<file path="config.mk">
export PLATFORM = sky130hd
export DESIGN_NAME = bg_frame_render
export DESIGN_NICKNAME = d
export VERILOG_FILES = /design/src/rtl/bgr_pkg.sv /design/src/rtl/bgr_addr_calc.sv /design/src/rtl/bgr_pix_decode.sv /design/src/rtl/bg_frame_render.sv
export SDC_FILE = /design/constraint.sdc
export NUM_CORES = 1
export LEC_CHECK = 0
export ABC_CLOCK_PERIOD_IN_PS = 3200
export BUFFER_PORTS_ARGS = -buffer_cell sky130_fd_sc_hd__buf_2
export CORE_UTILIZATION = 50
export CTS_BUF_LIST = sky130_fd_sc_hd__clkbuf_4 sky130_fd_sc_hd__clkbuf_8
export CTS_CLUSTER_SIZE = 16
export DETAILED_ROUTE_END_ITERATION = 12
export GPL_TIMING_DRIVEN = 0
export PLACE_DENSITY = 0.73
export SETUP_SLACK_MARGIN = 0.15
export SLEW_MARGIN = 30
export SYNTH_ARGS = -nofsm -noshare
export SYNTH_HDL_FRONTEND = slang
export SYNTH_HIERARCHICAL = 1
export SYNTH_SLANG_ARGS = --single-unit
</file>
<file path="constraint.sdc">
create_clock -name clk -period 3.2 [get_ports clk]
set_input_delay 0 -clock clk [delete_from_list [all_inputs] [get_ports clk]]
set_output_delay 0 -clock clk [all_outputs]
set_load 0.02 [all_outputs]
</file>
<file path="src/rtl/bgr_pkg.sv">
package bgr_pkg;

    localparam int TILE_PX       = 8;
    localparam int ENTRY_BYTES   = 2;
    localparam int PATTERN_BYTES = 16;

    typedef enum logic [3:0] {
        ST_IDLE = 4'd0,
        ST_MAP0 = 4'd1,
        ST_MAP1 = 4'd2,
        ST_HI   = 4'd3,
        ST_PAT0 = 4'd4,
        ST_PAT1 = 4'd5,
        ST_CAP1 = 4'd6,
        ST_PLO  = 4'd7,
        ST_PHI  = 4'd8,
        ST_WR   = 4'd9
    } rstate_e;

endpackage

</file>
<file path="src/rtl/bgr_addr_calc.sv">
module bgr_addr_calc #(
    parameter int AW       = 16,
    parameter int FB_AW    = 16,
    parameter int TXW      = 5,
    parameter int TYW      = 5,
    parameter int MAP_W    = 32,
    parameter int FB_PITCH = 256
) (
    input  logic [AW-1:0]    map_base,
    input  logic [AW-1:0]    pat_base,
    input  logic [TXW-1:0]   tx,
    input  logic [TYW-1:0]   ty,
    input  logic [9:0]       tile,
    input  logic [2:0]       row,
    input  logic [2:0]       col,
    input  logic             ent_hi,
    input  logic             plane_hi,
    output logic [AW-1:0]    ent_addr,
    output logic [AW-1:0]    pat_addr,
    output logic [FB_AW-1:0] fb_addr
);
    import bgr_pkg::*;

    always_comb begin
        ent_addr = map_base
                 + AW'((int'(ty) * MAP_W + int'(tx)) * ENTRY_BYTES + int'(ent_hi));
        pat_addr = pat_base
                 + AW'(int'(tile) * PATTERN_BYTES + int'(row) * 2 + int'(plane_hi));
        fb_addr  = FB_AW'((int'(ty) * TILE_PX + int'(row)) * FB_PITCH
                 + int'(tx) * TILE_PX + int'(col));
    end

endmodule

</file>
<file path="src/rtl/bgr_pix_decode.sv">
module bgr_pix_decode #(
    parameter int PAL_AW = 9
) (
    input  logic [7:0]        plane0,
    input  logic [7:0]        plane1,
    input  logic [2:0]        col,
    input  logic [2:0]        pal,
    input  logic              hi_sel,
    output logic [PAL_AW-1:0] pal_addr
);
    logic [2:0] bit_sel;
    logic [1:0] cidx;

    always_comb begin
        bit_sel  = 3'd7 - col;
        cidx     = {plane1[bit_sel], plane0[bit_sel]};
        pal_addr = PAL_AW'({pal, cidx, hi_sel});
    end

endmodule

</file>
<file path="src/rtl/bg_frame_render.sv">
module bg_frame_render #(
    parameter int VRAM_AW  = 16,
    parameter int PAL_AW   = 9,
    parameter int FB_AW    = 16,
    parameter int TILES_X  = 32,
    parameter int TILES_Y  = 28,
    parameter int MAP_W    = 32,
    parameter int FB_PITCH = 256
) (
    input  logic               clk,
    input  logic               rst_n,
    input  logic               start,
    input  logic [7:0]         map_cfg,
    input  logic [VRAM_AW-1:0] pat_base,
    output logic [VRAM_AW-1:0] vram_addr,
    input  logic [7:0]         vram_data,
    output logic [PAL_AW-1:0]  pal_addr,
    input  logic [7:0]         pal_data,
    output logic               fb_we,
    output logic [FB_AW-1:0]   fb_addr,
    output logic [15:0]        fb_data,
    output logic               done
);
    import bgr_pkg::*;

    localparam int TXW = (TILES_X > 1) ? $clog2(TILES_X) : 1;
    localparam int TYW = (TILES_Y > 1) ? $clog2(TILES_Y) : 1;
    localparam logic [TXW-1:0] TX_LAST = TXW'(TILES_X - 1);
    localparam logic [TYW-1:0] TY_LAST = TYW'(TILES_Y - 1);
    localparam logic [FB_AW-1:0] FB_LAST =
        FB_AW'((TILES_Y * TILE_PX - 1) * FB_PITCH + TILES_X * TILE_PX - 1);

    typedef struct packed {
        rstate_e            st;
        logic [TXW-1:0]     tx;
        logic [TYW-1:0]     ty;
        logic [2:0]         row;
        logic [2:0]         col;
        logic [VRAM_AW-1:0] map_base;
        logic [VRAM_AW-1:0] pat_base;
        logic [7:0]         lo;
        logic [9:0]         tile;
        logic [2:0]         pal;
        logic [7:0]         p0;
        logic [7:0]         p1;
        logic [7:0]         clo;
        logic               done;
    } rstate_t;

    rstate_t r_q, r_d;

    logic [31:0]        map_full;
    logic               ent_hi, plane_hi, pal_hi;
    logic [2:0]         dec_col;
    logic [VRAM_AW-1:0] ent_addr, pat_addr;

    assign map_full = 32'({map_cfg[7:2], 2'b00}) << 9;
    assign ent_hi   = (r_q.st == ST_MAP1);
    assign plane_hi = (r_q.st == ST_PAT1);
    assign pal_hi   = (r_q.st == ST_PHI);
    assign dec_col  = (r_q.st == ST_WR) ? r_q.col + 3'd1 : r_q.col;

    bgr_addr_calc #(
        .AW(VRAM_AW), .FB_AW(FB_AW), .TXW(TXW), .TYW(TYW),
        .MAP_W(MAP_W), .FB_PITCH(FB_PITCH)
    ) u_addr (
        .map_base (r_q.map_base),
        .pat_base (r_q.pat_base),
        .tx       (r_q.tx),
        .ty       (r_q.ty),
        .tile     (r_q.tile),
        .row      (r_q.row),
        .col      (r_q.col),
        .ent_hi   (ent_hi),
        .plane_hi (plane_hi),
        .ent_addr (ent_addr),
        .pat_addr (pat_addr),
        .fb_addr  (fb_addr)
    );

    bgr_pix_decode #(.PAL_AW(PAL_AW)) u_dec (
        .plane0   (r_q.p0),
        .plane1   (r_q.p1),
        .col      (dec_col),
        .pal      (r_q.pal),
        .hi_sel   (pal_hi),
        .pal_addr (pal_addr)
    );

    always_comb begin
        case (r_q.st)
            ST_MAP0, ST_MAP1: vram_addr = ent_addr;
            ST_PAT0, ST_PAT1: vram_addr = pat_addr;
            default:          vram_addr = '0;
        endcase
    end

    assign fb_we   = (r_q.st == ST_WR);
    assign fb_data = {pal_data, r_q.clo} & 16'h7FFF;
    assign done    = r_q.done;

    always_comb begin
        r_d      = r_q;
        r_d.done = 1'b0;
        case (r_q.st)
            ST_IDLE: begin
                if (start) begin
                    r_d.st       = ST_MAP0;
                    r_d.map_base = map_full[VRAM_AW-1:0];
                    r_d.pat_base = pat_base;
                    r_d.tx       = '0;
                    r_d.ty       = '0;
                    r_d.row      = '0;
                    r_d.col      = '0;
                end
            end
            ST_MAP0: r_d.st = ST_MAP1;
            ST_MAP1: begin
                r_d.lo = vram_data;
                r_d.st = ST_HI;
            end
            ST_HI: begin
                r_d.tile = {vram_data[1:0], r_q.lo};
                r_d.pal  = vram_data[4:2];
                r_d.st   = ST_PAT0;
            end
            ST_PAT0: r_d.st = ST_PAT1;
            ST_PAT1: begin
                r_d.p0 = vram_data;
                r_d.st = ST_CAP1;
            end
            ST_CAP1: begin
                r_d.p1 = vram_data;
                r_d.st = ST_PLO;
            end
            ST_PLO: r_d.st = ST_PHI;
            ST_PHI: begin
                r_d.clo = pal_data;
                r_d.st  = ST_WR;
            end
            ST_WR: begin
                if (r_q.col != 3'd7) begin
                    r_d.col = r_q.col + 3'd1;
                    r_d.st  = ST_PHI;
                end else begin
                    r_d.col = '0;
                    if (r_q.row != 3'd7) begin
                        r_d.row = r_q.row + 3'd1;
                        r_d.st  = ST_PAT0;
                    end else begin
                        r_d.row = '0;
                        if (r_q.tx != TX_LAST) begin
                            r_d.tx = r_q.tx + 1'b1;
                            r_d.st = ST_MAP0;
                        end else begin
                            r_d.tx = '0;
                            if (r_q.ty != TY_LAST) begin
                                r_d.ty = r_q.ty + 1'b1;
                                r_d.st = ST_MAP0;
                            end else begin
                                r_d.st   = ST_IDLE;
                                r_d.done = 1'b1;
                            end
                        end
                    end
                end
            end
            default: r_d.st = ST_IDLE;
        endcase
    end

    always_ff @(posedge clk) begin
        if (!rst_n) r_q <= '0;
        else        r_q <= r_d;
    end


    done_pulse_chk: assert property (@(posedge clk) disable iff (!rst_n)
        done |=> !done);


    done_after_last_chk: assert property (@(posedge clk) disable iff (!rst_n)
        done |-> ($past(fb_we) && $past(fb_addr) == FB_LAST));


    ent_pair_chk: assert property (@(posedge clk) disable iff (!rst_n)
        (r_q.st == ST_MAP1) |-> (vram_addr - $past(vram_addr)) == VRAM_AW'(1));


    plane_pair_chk: assert property (@(posedge clk) disable iff (!rst_n)
        (r_q.st == ST_PAT1) |-> (vram_addr - $past(vram_addr)) == VRAM_AW'(1));


    pal_pair_chk: assert property (@(posedge clk) disable iff (!rst_n)
        fb_we |-> ($past(pal_addr) == ($past(pal_addr, 2) | PAL_AW'(1))));


    fb_step_chk: assert property (@(posedge clk) disable iff (!rst_n)
        (fb_we && fb_addr[2:0] != 3'd0) |-> (fb_addr - $past(fb_addr, 2)) == FB_AW'(1));


    idle_quiet_chk: assert property (@(posedge clk) disable iff (!rst_n)
        (r_q.st == ST_IDLE) |-> !fb_we);

endmodule

</file>
==> metrics.md <==
| Metric | Value |
|---|---|
| Die Y-Extent | `around 110 um` |
| NetSw | `836 uW` |
| Slew @ Worst Pin | `0.846 ns` |
| Worst-path clk slew | `0.10 ns` |
| Pre-Repair DR Iteration Count | `5` |
| Fin nets | `905` |
| Layout area overhead | `25.4%` |
| N_diodes | `0` |
| RSZ-0062 raised after global routing | `true` |
| Setup violations, final | `0` |
| Gpl congestion | `0.872` |
| Worst VDD drop | `0.313 mV` |
| DP Wirelength | `10.7 mm` |
| Min-Delay Path Class | `in -> reg` |
| Clk pwr share | `0.297` |
| Slew headroom | `0.432` |
| Remaining DRCs | `0` |
| Critical Path Slowest Stage Cell | `fa_2` |
| Critical Path End Type | `output port` |
| Detail Route Antenna Nets | `0` |
| Worst Min Path Start | `start` |
| FFs w/ async S/R, synth | `0` |
| Most used DFF post-synth | `dfxtp_1` |
| Crit path DAT | `3.00 ns` |
| Fin Hold WS | `~0.07 ns` |
| CTS root buf | `clkbuf_8` |
| Layout fillers | `917` |
| FMAX | `between 300 and 400 MHz` |
| Warnings, synthesis | `6` |
| Starting Density | `0.523` |
| Die area | `~11000 um2` |
| Buf/Inv on CP | `2` |
| Worst setup startpoint | `r_q[97]` |
| Origin of the critical flop-to-flop path | `r_q[97]` |
| Total CTS buffers | `9` |
| Gr ovfl total | `0` |
| Internal | `1.66 mW` |
| Synth unique cells | `71` |
| Synthesized cell area | `5470 um2` |
| Register area share after synthesis | `0.318` |
| Via density per instance | `5.34` |
| CP Class | `reg -> out` |
| CTS tree | `yes` |
| Top delay family on crit path | `compound AO/OA/AOI/OAI gates` |
| Max_cap viols | `0` |
| GRT Util Overall | `0.257` |
| Clock Path Buffers | `2` |
| # rows | `37` |
| Total core area | `10500 um2` |
| Hold Vio Cnt, Final | `0` |
| Critical path required time | `3.20 ns` |
| Number of enable flip-flop cells after synthesis | `0` |
| Flop pwr share | `0.463` |
| Largest net degree at the start of global routing | `18` |
| Switching portion of total power | `0.334` |
| Worst-Skew Late Latency | `0.36 ns` |
| Port buffer count | `93` |
| DIE WIDTH | `107 um` |
| Total power | `2.50 mW` |
| Multi-input logic area | `3370 um2` |
| Final wirelength | `about 15 mm` |
| Initial antenna violation count | `0` |
| Cell chain of the critical path | `nand2b_4, nor2_4, nand2_4, inv_8, ha_4, fa_2, a211oi_4, nor2_2, o21a_1, o41a_1, xor2_1, a22o_1, buf_2` |
| Initial DRC count | `285` |
| Final period util | `0.936` |
| Syn Inst Count | `664` |
| CP peak stage delay | `0.37 ns` |
| Vias in the first global route | `5009` |
| First-pass GRT wire length | `23.4 mm` |
| Seq cells post-synth | `87` |
| Total vias in the final route | `5174` |
| Critical path peak fanout | `9` |
| Max-slew violation count | `0` |
| Syn_area_per_cell | `slightly above 8 um2` |
| Static Leak | `roughly 3.1 nW` |
| # IOs | `102` |
| Layout cells sized above 1 | `0.245` |
| Status | `complete, no violations` |
| Fin Clk Skew | `0.0145 ns` |
| Min Tclk post-route | `roughly 3.0 ns` |
| Clock sink count | `87` |
| Final core occ | `0.655` |
| Comb power frac | `0.240` |
| Avg WL per Cell | `15.0 um` |
| Crit path launch type | `flip-flop` |
| Register area | `roughly 1700 um2` |
| H-tree depth | `3` |
| Power Density | `365 nW/um2` |
cell type report:
cell class,instances,share of cell area
Clock inverter,7,0.00985
Timing Repair Buffer,139,0.132
Buffer,64,0.0619
Tap cell,136,0.0248
Sequential cell,87,0.255
Inverter,10,0.00693
Clock buffer,9,0.0181
Multi-Input combinational cell,517,0.492
cell usage after synthesis (4+ instances only):
| library cell | instances | area share |
|---|---|---|
| a21boi_0 | 32 | 0.044 |
| a21o_1 | 8 | 0.011 |
| a21oi_1 | 57 | 0.052 |
| a22o_1 | 16 | 0.026 |
| a22oi_1 | 4 | 0.0055 |
| and2_1 | 4 | 0.0046 |
| and3_1 | 7 | 0.0080 |
| buf_2 | 5 | 0.0046 |
| buf_4 | 41 | 0.056 |
| clkbuf_1 | 16 | 0.011 |
| dfxtp_1 | 87 | 0.32 |
| ha_1 | 32 | 0.073 |
| inv_1 | 6 | 0.0041 |
| mux2i_1 | 10 | 0.018 |
| mux4_1 | 4 | 0.019 |
| nand2_1 | 147 | 0.10 |
| nand3_1 | 17 | 0.016 |
| nor2_1 | 34 | 0.023 |
| nor2b_1 | 11 | 0.013 |
| nor3_1 | 8 | 0.0073 |
| o21a_1 | 4 | 0.0055 |
| o21ai_0 | 18 | 0.016 |
| xnor2_1 | 17 | 0.027 |
| xor2_1 | 11 | 0.018 |
per-layer routing:
| metal | track usage | routed length (um) | up-vias |
|---|---|---|---|
| met3 | 0.0450 | 782 | 29 |
| li1 | - | - | 2578 |
| met4 | 0.0812 | 311 | 0 |
| met2 | 0.451 | 7000 | 182 |
| met5 | 0 | 0 | - |
| met1 | 0.320 | 6410 | 2385 |
power groups by stage:
| stage | Sequential [mW] | Combinational, mW | Clock, mW |
|---|---|---|---|
| 2_1_floorplan | 1.17 | 0.376 | 0 |
| 3_3_place_gp | 1.18 | 0.524 | 0 |
| 3_5_place_dp | 1.18 | 0.534 | 0 |
| 4_1_cts | 1.16 | 0.589 | 0.759 |
| 5_1_grt | 1.16 | 0.651 | 0.809 |
| 6_report | 1.16 | 0.600 | 0.742 |
worst paths after layout:
path | slack (ns) | depth (start not counted) | to
max | 0.20 | 13 | vram_addr[8]
min | 0.07 | 3 | r_q[96]
min reg2reg | 0.46 | 2 | r_q[24]
max reg2reg | 1.07 | 7 | r_q[85]
per-stage QoR:
| step | setup TNS (ns) | instances | instance area [um2] | worst slack [ns] |
|---|---|---|---|---|
| after floorplan | 0 | 678 | 5520 | 0.330 |
| after detailed placement | -0.251 | 907 | 6160 | -0.169 |
| after global routing | 0 | 969 | 6860 | 0.119 |
| after global placement | -0.134 | 907 | 6160 | -0.108 |
| final | 0 | 969 | 6860 | 0.205 |
| after CTS | 0 | 968 | 6830 | 0.153 |
worst reg2reg max path: cells and delay by family (launching register included):
kind / cells / cell delay [ns]
AO/OA/AOI/OAI: 2 / 0.29
buffers and inverters: 2 / 0.57
flip-flops: 1 / 0.35
AND/OR/NAND/NOR: 3 / 0.79
layout by cell type, fill, tap and decap left out, types with 3 or more instances in the layout:
master and n:
dlygate4sd3_1 37, xor2_1 10, o21a_1 4, nand2_1 147, clkbuf_1 16, a21o_1 8
nor2_1 33, and2_1 4, conb_1 16, and3_1 7, mux2i_1 10, a22o_1 16
dfxtp_1 85, nor2b_1 11, inv_1 6, o21ai_0 18, mux4_1 4, nand3_1 17
nor3_1 8, clkinvlp_4 3, a21oi_1 57, clkbuf_8 9, nor3b_1 3, buf_2 98
and2_2 3, ha_1 31, a21boi_0 32, buf_4 50, xnor2_1 17, a22oi_1 4
what timing repair did:
action / in CTS / in global routing
setup endpoints to repair: 11 / 5
endpoints found under the hold margin: 56 / 0
hold buffers: 37 / 0
pin swaps: 3 / 3
resized for setup: 13 / 4
setup buffers: 8 / 1
registers in the layout, indices dropped and copies added, names as in the netlist:
signal and cells:
r_q 78, fb_data 8, done 1
logic make-up after synthesis:
kind of cell	count (synthesis)	share of synthesized area
XOR/XNOR	28	0.0448
AO/OA/AOI/OAI	166	0.211
flip-flops	87	0.318
adder cells (fa/ha/maj)	34	0.0805
multiplexers	16	0.0416
AND/OR/NAND/NOR	257	0.218
other	2	0.00137
buffers and inverters	74	0.0849
Note: power is estimated with default switching activity, not from simulation.
